**src/rtl/gpio_edge_ctrl.sv**
```systemverilog
module gpio_edge_ctrl #(
  parameter int NPINS = 32,
  parameter int AW    = 6
) (
  input  logic             clk,
  input  logic             rst_n,
  input  logic             req_valid,
  output logic             req_ready,
  input  logic             req_write,
  input  logic [AW-1:0]    req_addr,
  input  logic [31:0]      req_wdata,
  output logic             rsp_valid,
  output logic [31:0]      rsp_rdata,
  input  logic [NPINS-1:0] pin_in,
  output logic [NPINS-1:0] pin_out,
  output logic [NPINS-1:0] pin_oe,
  output logic             irq
);

  localparam int IW = AW - 2;
  localparam logic [IW-1:0] A_STAT = IW'(0);
  localparam logic [IW-1:0] A_EDGE = IW'(1);
  localparam logic [IW-1:0] A_REN  = IW'(2);
  localparam logic [IW-1:0] A_FEN  = IW'(3);
  localparam logic [IW-1:0] A_DATA = IW'(4);
  localparam logic [IW-1:0] A_DIR  = IW'(5);
  localparam logic [IW-1:0] A_POL  = IW'(6);
  localparam logic [IW-1:0] A_SET  = IW'(7);
  localparam logic [IW-1:0] A_CLR  = IW'(8);
  localparam logic [IW-1:0] A_TOG  = IW'(9);

  logic [IW-1:0]    idx;
  logic             wr, rd;
  logic [NPINS-1:0] wmask;
  logic [NPINS-1:0] stat_q, edge_q, ren_q, fen_q, out_q, dir_q, pol_q;
  logic [NPINS-1:0] sync1_q, sync2_q, hist_q;
  logic [NPINS-1:0] raw_up, raw_dn, up, dn, ev, clr_mask, level;
  logic [NPINS-1:0] rd_sel;

  assign idx       = req_addr[AW-1:2];
  assign wr        = req_valid & req_write;
  assign rd        = req_valid & ~req_write;
  assign wmask     = req_wdata[NPINS-1:0];
  assign req_ready = 1'b1;

  assign raw_up = sync2_q & ~hist_q;
  assign raw_dn = ~sync2_q & hist_q;
  assign up     = (raw_up & ~pol_q) | (raw_dn & pol_q);
  assign dn     = (raw_dn & ~pol_q) | (raw_up & pol_q);
  assign ev     = (up & ren_q) | (dn & fen_q);

  assign clr_mask = (wr && idx == A_STAT) ? wmask : '0;
  assign level    = (dir_q & out_q) | (~dir_q & (sync2_q ^ pol_q));

  assign pin_out = out_q ^ pol_q;
  assign pin_oe  = dir_q;
  assign irq     = |stat_q;

  always_ff @(posedge clk or negedge rst_n) begin
    if (!rst_n) begin
      sync1_q <= '0;
      sync2_q <= '0;
      hist_q  <= '0;
    end else begin
      sync1_q <= pin_in;
      sync2_q <= sync1_q;
      hist_q  <= sync2_q;
    end
  end

  always_ff @(posedge clk or negedge rst_n) begin
    if (!rst_n) begin
      stat_q <= '0;
      edge_q <= '0;
    end else begin
      stat_q <= (stat_q & ~clr_mask) | ev;
      edge_q <= (edge_q & ~ev) | (up & ev);
    end
  end

  always_ff @(posedge clk or negedge rst_n) begin
    if (!rst_n) begin
      ren_q <= '0;
      fen_q <= '0;
      dir_q <= '0;
      pol_q <= '0;
      out_q <= '0;
    end else if (wr) begin
      case (idx)
        A_REN:   ren_q <= wmask;
        A_FEN:   fen_q <= wmask;
        A_DIR:   dir_q <= wmask;
        A_POL:   pol_q <= wmask;
        A_DATA:  out_q <= wmask;
        A_SET:   out_q <= out_q | wmask;
        A_CLR:   out_q <= out_q & ~wmask;
        A_TOG:   out_q <= out_q ^ wmask;
        default: ;
      endcase
    end
  end

  always_comb begin
    case (idx)
      A_STAT:  rd_sel = stat_q;
      A_EDGE:  rd_sel = edge_q;
      A_REN:   rd_sel = ren_q;
      A_FEN:   rd_sel = fen_q;
      A_DATA:  rd_sel = level;
      A_DIR:   rd_sel = dir_q;
      A_POL:   rd_sel = pol_q;
      default: rd_sel = '0;
    endcase
  end

  always_ff @(posedge clk or negedge rst_n) begin
    if (!rst_n) begin
      rsp_valid <= 1'b0;
      rsp_rdata <= '0;
    end else begin
      rsp_valid <= rd;
      if (rd) rsp_rdata <= 32'(rd_sel);
    end
  end

endmodule

```
**config.mk**
```make
export PLATFORM = sky130hd
export DESIGN_NAME = gpio_edge_ctrl
export DESIGN_NICKNAME = d
export VERILOG_FILES = /design/src/rtl/gpio_edge_ctrl.sv
export SDC_FILE = /design/constraint.sdc
export NUM_CORES = 1
export LEC_CHECK = 0
export BUFFER_PORTS_ARGS = -buffer_cell sky130_fd_sc_hd__buf_2
export CAP_MARGIN = 20
export CORE_MARGIN = 8
export CORE_UTILIZATION = 65
export DETAILED_ROUTE_END_ITERATION = 6
export GPL_ROUTABILITY_DRIVEN = 0
export HOLD_SLACK_MARGIN = 0.12
export PLACE_DENSITY_LB_ADDON = 0.15
export SETUP_SLACK_MARGIN = 0.15
export SYNTH_ARGS = -nofsm -noshare
export SYNTH_HDL_FRONTEND = slang
export SYNTH_SLANG_ARGS = --single-unit
```
**constraint.sdc**
```tcl
create_clock -name clk -period 2.9 [get_ports clk]
set_input_delay 0.145 -clock clk [delete_from_list [all_inputs] [get_ports clk]]
set_output_delay 0.145 -clock clk [all_outputs]
set_load 0.05 [all_outputs]
```
**After elaboration in Yosys (flattened, before gate mapping)**

Index checks and enable logic that the tools add are counted.
W data, S select, Z words.

- Output and inout port bits: 99
- Bits in registers: 353
- Bits of input ports: 74
- Logic and storage cells: 67

- Mux-type cells: 3
- Bitwise operators: 34
- Equality and inequality tests: 9
- Reduce and logical (&&, ||, !) cells: 9

Operators with widths:

| cell | count |
|---|---|
| $and A32 B32 Y32 | 14 |
| $not A32 Y32 | 7 |
| $or A32 B32 Y32 | 7 |
| $pmux W32 S7 | 1 |
| $pmux W32 S4 | 1 |
| $xor A32 B32 Y32 | 3 |
| $mux W32 | 1 |
| $reduce_or A32 Y1 | 1 |
| $eq A4 B3 Y1 const B | 4 |
| $reduce_and A2 Y1 | 5 |
| $eq A4 B2 Y1 const B | 2 |
| $eq A4 B4 Y1 const B | 2 |
| $eq A4 B1 Y1 const B | 1 |
| $logic_not A4 Y1 | 1 |
| $reduce_bool A4 Y1 | 1 |
| $and A1 B1 Y1 | 2 |
| $logic_and A1 B1 Y1 | 1 |
| $not A1 Y1 | 1 |

**Longest topological paths before layout**

Gate-level depths: netlist of run 1.

- Depth after elaboration: 9
- Depth in mapped cells: 8
- Mapped depth without buffers: 6

**Worst setup path before layout of run 1**

No wires, ideal clock.

- Path kind: input to register
- From: input port req_addr[4]
- To: register ren_q[11]
- Library setup time: 0.125 ns
- Arrival time: 1.510 ns
- Cell stages on the path: 6
- Buffers on the path: 3
- Setup slack: 1.265 ns
- Data required time: 2.775 ns
- Cells stage by stage: buf_4 > or3b_1 > clkbuf_1 > nor3_4 > buf_4 > mux2_2

- Word-level cells in the longest chain between the ends: 2

Ends and longest elaborated chain:

| what | RTL line | text |
|---|---|---|
| start: declaration | 10 | `input logic [AW-1:0] req_addr,` |
| $eq A4 B2 Y1 | 89 | `case (idx)` |
| $reduce_and A2 Y1 (no source line) | n/a |  |
| end signal: assignment | 90 | `A_REN: ren_q <= wmask;` |
| end: declaration | 35 | `logic [NPINS-1:0] stat_q, edge_q, ren_q, fen_q, out_q, dir_q, pol_q;` |

Every way passes these cells.
A chain may end at the register's enable or synchronous reset.

**Worst setup path in the final report of run 1**

- From: register stat_q[4]
- To: output port irq

- Word-level cells in the longest chain between the ends: 1

Ends and longest elaborated chain:

| what | RTL line | text |
|---|---|---|
| start: declaration | 35 |  |
| start signal: assignment | 76 | `stat_q <= (stat_q & ~clr_mask) \| ev;` |
| $reduce_or A32 Y1 | 57 | `assign irq = \|stat_q;` |
| end: declaration | 17 | `output logic irq` |

Every way passes these cells.

==> qor.yml, run 1 <==
synth:
  average_footprint_of_a_synthesized_cell_sq_um: 10.3
  ys_ff_latch: 353
  synth.cell_area_sq_um: 19000
  synth_compound_gate_area_share_pct: 21.0
  dominant_combinational_cell_family_by_area_after_synthesis: "compound AO/OA/AOI/OAI gates"
  synth_seq_area_share_pct: 46.5
  synthTopCellsByCount: "sky130_fd_sc_hd__dfrtp_1 (353), sky130_fd_sc_hd__a21oi_1 (161), sky130_fd_sc_hd__nand2_1 (161)"
  async_flop_share_pct: 100
  synth_edf_count: 0
  yosys-top-cells-area: "sky130_fd_sc_hd__dfrtp_1 (47%), sky130_fd_sc_hd__mux2i_1 (5.1%), sky130_fd_sc_hd__mux2_2 (4.6%), sky130_fd_sc_hd__a21oi_1 (4.2%), sky130_fd_sc_hd__ha_1 (4.2%)"
  synth_largest_type_area_fraction_pct: 46.5
  synth.lib_cells_used.distinct: 52
  synthMostInstantiatedCell: "sky130_fd_sc_hd__dfrtp_1"
  synth_fp_nets: 1982
  netlist_instances: 1844
  post_synth_fa_ha_maj_area_fraction_pct: 4.22
  yosysWarnings: 0
  fraction_of_synthesized_cell_area_in_xor_and_xnor_cells_pct: 2.95
  synth_largest_area_cell: "sky130_fd_sc_hd__dfrtp_1"
  dominant_register_cell_in_the_synthesized_netlist: "sky130_fd_sc_hd__dfrtp_1"
  synthMuxAreaShare_pct: 10.9
  yosys.area_share.simple_pct: 8.31
detailed_routing:
  drt_pass1_iterations: 7
  top_signal_layer_used: "met4"
  postRouteWirelength_microns: 52400
  routed_wl_per_cell_microns: 21.5
  initialDrtViolationCount: 1230
  route.met2.wl_microns: 25500
  drc: 0
  route.layer.met1.wl_microns: 21000
  drtAntennaViolNets: 0
  dr_total_vias: 15620
  via_per_inst: 6.40
  wl_met3_microns: 3940
floorplan:
  dieHeight_microns: 187
  fp.dieArea_sq_um: 34900
  die_w_microns: 187
  fp-row-count: 62
  ios: 173
  initial_core_util_pct: 66.1
  coreArea_sq_um: 28700
critical_path:
  critPathArrivalTime_ps: 2530
  startpoint_type: "flop"
  critical_path_required_ps: 2760
  crit_type: "flop to primary output"
  reg2reg_from: "out_q[29]"
  r2r.worst_path.cells: 6
  destination_of_the_worst_register_to_register_timing_path: "out_q[29]"
  timing.critical_path.to_type: "primary output"
  worst_setup_path_startpoint: "stat_q[4]"
  worst_setup_path_endpoint: "irq"
  ff2ff_setup_slack_ps: 1410
  worst-path-max-fanout: 3
layout:
  fillerInstances: 1886
  core_occupancy_in_the_finished_layout_pct: 77.2
  stdcell_count: 2440
  synthToLayoutAreaGrowth_pct: 16.7
  post_route_cells_drive_above_1_share_pct: 20.3
  final_layout_net_count: 2163
global_routing:
  antenna_found_initial: 1
  first_global_vias: 15879
  grt_use_total_pct: 29.5
  grt_first_pass_wirelength_microns: 84400
  largest_net_degree_at_the_start_of_global_routing: 98
  grt_remaining_overflow: 0
timing:
  report.final.slew_viol_count: 0
  fin_crit_sh_pct: 92.1
  setup_viol: 0
  clock_skew_after_layout_ps: 10.5
  clock.fmax_mhz: 374
  slew_hr_pct: 47.7
  setup_repair_after_global_routing_missed_its_margin: "false"
  setup_total_negative_slack_ps: 0
  finalHoldViolations: 0
  final_period_minus_worst_setup_slack_ps: 2670
  max_slew.worst_pin.slew_ps: 784
  whs_ps: 256
power_and_ir_drop:
  vdd_ir_drop_max_uv: 646
  static-leakage-power_nw: 9.98
  power_mw: 16.3
  power.density_cell_area_nw_per_um2: 735
placement:
  dpl.hpwl_microns: 32800
  portBuffers: 169
  dpl.cell_count: 2302
run_status:
  status: "completed"
clock_tree:
  post_cts.repair.setup_buffers: 0
  insertion_delay_ps: 520
  root_buffer: "sky130_fd_sc_hd__clkbuf_16"
  cts_sinks: 353
  cts.clk_slew.worst_paths_ps: 60
  cts_tree: "built"
  tritoncts_buffer_count: 40
  cts_max_level: 2
  max-clock-path-buffers: 3
worst_hold_path:
  min-delay-path-class: "input pin to flop"
run:
  number_of_violations_of_the_max_capacitance_limit: 0
## worst max-delay path: stages, from the launching register on
cell and delay, ps:
sky130_fd_sc_hd__dfrtp_1 440, sky130_fd_sc_hd__nor4_1 600, sky130_fd_sc_hd__nand4_1 320, sky130_fd_sc_hd__or2_2 420, sky130_fd_sc_hd__buf_2 220
## sequential cells by signal (all words and copies together), names as in the netlist, named ones only
| name | count |
|---|---|
| fen_q | 32 |
| hist_q | 32 |
| out_q | 32 |
| pin_oe | 32 |
| pol_q | 32 |
| ren_q | 32 |
| rsp_rdata | 32 |
| rsp_valid | 1 |
| stat_q | 32 |
| sync1_q | 32 |
| sync2_q | 32 |
## area by class of cell
type                       instances  area [sq um]  share of cell area, %
inverter                         128           480                   2.17
tap                              384           480                   2.17
antenna                            1          2.50                 0.0113
timing repair buffer             282          1940                   8.78
clock inverter                    13           171                  0.774
multi-input combinational       1220          9050                   40.8
clock buffer                      59          1190                   5.39
sequential                       353          8830                   39.9
## worst min-delay path by stage
stage,start,end,slack [ps],depth (start not counted)
3_5_place_dp,rst_n,sync2_q[3],250,1
3_3_place_gp,rst_n,sync1_q[3],240,1
4_1_cts,req_addr[3],rsp_rdata[30],230,5
5_1_grt,pin_in[17],sync1_q[17],260,2
2_1_floorplan,rst_n,asynchronous set/reset pin,-150,0
6_report,pin_in[18],sync1_q[18],260,2
## per-layer routing
metal / vias to the layer above / global-route usage (%)
met5: - / 0
li1: 6984 / -
met1: 7775 / 37.5
met4: 0 / 12.7
met2: 698 / 49.3
met3: 163 / 4.79
## where the power goes
| part | switching [mW] | internal (mW) | total, mW |
|---|---|---|---|
| sequential | 1.16 | 5.66 | 6.82 |
| combinational | 2.63 | 1.63 | 4.26 |
| clock | 2.00 | 3.20 | 5.21 |
## kinds of logic after synthesis
family,after synthesis
compound gates,574
flops,353
simple gates,322
buf+inv,271
mux,195
fa+ha+maj,64
xor+xnor,64
other cells,1
## timing repair
| action | in CTS | in global routing |
|---|---|---|
| hold buffers | 65 | 0 |
| endpoints found under the hold margin | 312 | 0 |
| gates resized for setup | 0 | 0 |
## through the flow
stage                     setup WS, ps  instance area (sq um)
after CTS                          268                  22200
final                              229                  22200
after floorplan                   1260                  19000
after global placement             745                  20100
after global routing               245                  22200
after detailed placement           704                  20100
## cell usage in the layout (no fill, tap or decap), types with 64 or more instances in the layout
| cell | count |
|---|---|
| sky130_fd_sc_hd__dfrtp_1 | 353 |
| sky130_fd_sc_hd__buf_2 | 167 |
| sky130_fd_sc_hd__nand2_1 | 161 |
| sky130_fd_sc_hd__a21oi_1 | 161 |
| sky130_fd_sc_hd__inv_1 | 128 |
| sky130_fd_sc_hd__o22ai_1 | 125 |
| sky130_fd_sc_hd__mux2i_1 | 97 |
| sky130_fd_sc_hd__mux2_2 | 77 |
| sky130_fd_sc_hd__o21ai_0 | 65 |
| sky130_fd_sc_hd__dlygate4sd3_1 | 65 |
| sky130_fd_sc_hd__nor2_1 | 64 |
| sky130_fd_sc_hd__ha_1 | 64 |
No activity file was read; power rests on OpenSTA's default activity.
==> run 2: changes to the inputs <==
CORE_ASPECT_RATIO = 0.9   (was unset)
==> qor.yml, run 2 (synthesis results as in run 1) <==
timing:
  clock_skew_after_layout_ps: 10.3
  fin_crit_sh_pct: 87.9
  setup_repair_after_global_routing_missed_its_margin: "false"
  clock.fmax_mhz: 392
  setup_viol: 0
  report.final.slew_viol_count: 0
  slew_hr_pct: 39.4
  finalHoldViolations: 0
  final_period_minus_worst_setup_slack_ps: 2550
  setup_total_negative_slack_ps: 0
  max_slew.worst_pin.slew_ps: 910
critical_path:
  worstPathCellList: "nor4_1 -> buf_4 -> nand4_1 -> or2_2 -> buf_2"
  critical-path-max-stage-delay_ps: 600
  critPathArrivalTime_ps: 2400
  reg2reg_from: "out_q[12]"
  worst-path-max-fanout: 3
  worst_path_dominant_cell_family: "simple AND/OR/NAND/NOR gates"
  critical_path_required_ps: 2760
  worst_setup_path_startpoint: "stat_q[29]"
  timing.critical_path.to_type: "primary output"
  startpoint_type: "flop"
  crit_path_top_delay_cell: "sky130_fd_sc_hd__nor4_1"
  crit_type: "flop to primary output"
  cp_num_buf_inv: 2
clock_tree:
  max-clock-path-buffers: 3
  post_cts.repair.setup_buffers: 0
  cts.clk_slew.worst_paths_ps: 60
  postCtsResizedCells: 0
  cts_max_level: 2
  cts-hold-fix-buffers: 66
  root_buffer: "sky130_fd_sc_hd__clkbuf_16"
  tritoncts_buffer_count: 38
  cts_sinks: 353
  insertion_delay_ps: 520
  cts_tree: "built"
detailed_routing:
  drtAntennaViolNets: 0
  via_per_inst: 6.35
  routed_wl_per_cell_microns: 21.4
  drt_pass1_iterations: 6
  initialDrtViolationCount: 1292
  postRouteWirelength_microns: 52100
  dr_total_vias: 15501
  drc: 0
placement:
  dpl.cell_count: 2306
  dpl.hpwl_microns: 32800
  portBuffers: 169
floorplan:
  coreArea_sq_um: 28900
  die_w_microns: 196
  fp.dieArea_sq_um: 34900
  ios: 173
  fp-row-count: 59
  dieHeight_microns: 178
  initial_core_util_pct: 65.8
global_routing:
  antenna_found_initial: 0
  largest_net_degree_at_the_start_of_global_routing: 96
  grt_remaining_overflow: 0
  grt_use_total_pct: 29.7
  first_global_vias: 15768
  grt_first_pass_wirelength_microns: 83700
worst_hold_path:
  min-delay-path-class: "input pin to asynchronous set/reset pin"
layout:
  stdcell_count: 2441
  synthToLayoutAreaGrowth_pct: 16.1
  post_route_cells_drive_above_1_share_pct: 19.9
  final_common_cell: "sky130_fd_sc_hd__dfrtp_1"
  mostFrequentLayoutCells: "sky130_fd_sc_hd__dfrtp_1 (353), sky130_fd_sc_hd__buf_2 (167), sky130_fd_sc_hd__nand2_1 (161), sky130_fd_sc_hd__a21oi_1 (161), sky130_fd_sc_hd__inv_1 (128)"
  final_layout_net_count: 2154
power_and_ir_drop:
  static-leakage-power_nw: 9.90
  vdd_ir_drop_max_uv: 540
  power.density_cell_area_nw_per_um2: 725
run_status:
  status: "completed"
run:
  number_of_violations_of_the_max_capacitance_limit: 0
## run 2: cell types whose count changed in the layout (fill, tap and decap cells not counted), sizes merged
cell / delta
buf: -8
bufinv: -3
clkinv: -2
clkbuf: +1
clkinvlp: -1
dlygate4sd3: +1
inv: +1
## run 2: report_power, final
group	switching (mW)	internal, mW
sequential	1.17	5.66
clock	1.96	2.94
combinational	2.63	1.62
total	5.76	10.2
## run 2: worst paths after layout
kind	endpoint	slack [ps]	depth (start not counted)
max	irq	350	5
min	sync1_q[27]	250	2
min in group clk	rsp_valid	250	4
max reg2reg	out_q[12]	1400	6
min reg2reg	sync2_q[25]	340	0
max in group asynchronous	hist_q[22]	1770	3
## run 2: cell type report
| type | count | area, sq um |
|---|---|---|
| antenna | 1 | 2.50 |
| clock buffer | 60 | 1210 |
| clock inverter | 8 | 68.8 |
| fill | 1954 | 6830 |
| inverter | 128 | 480 |
| multi-input combinational | 1220 | 9060 |
| sequential | 353 | 8830 |
| tap | 396 | 495 |
| timing repair buffer | 275 | 1890 |
## run 2: routing by layer
metal	share of wire [%]	vias to the layer above	global-route usage [%]
met5	0	-	0
met4	3.5	0	12.5
met3	7.8	161	5.43
met2	49	700	50.5
met1	40	7667	37.1
li1	-	6973	-
## run 2: metrics by stage
step / setup WS, ps / utilization (%) / hold WS (ps) / area [sq um] / total power [mW]
global placement: 731 / 69.6 / 243 / 20100 / 10.8
global route: 239 / 76.3 / 240 / 22000 / 16.8
detailed placement: 674 / 69.6 / 249 / 20100 / 11.0
finish: 351 / 76.4 / 245 / 22000 / 16.0
CTS: 319 / 76.3 / 228 / 22000 / 16.0
floorplan: 1260 / - / -151 / 19000 / 9.92
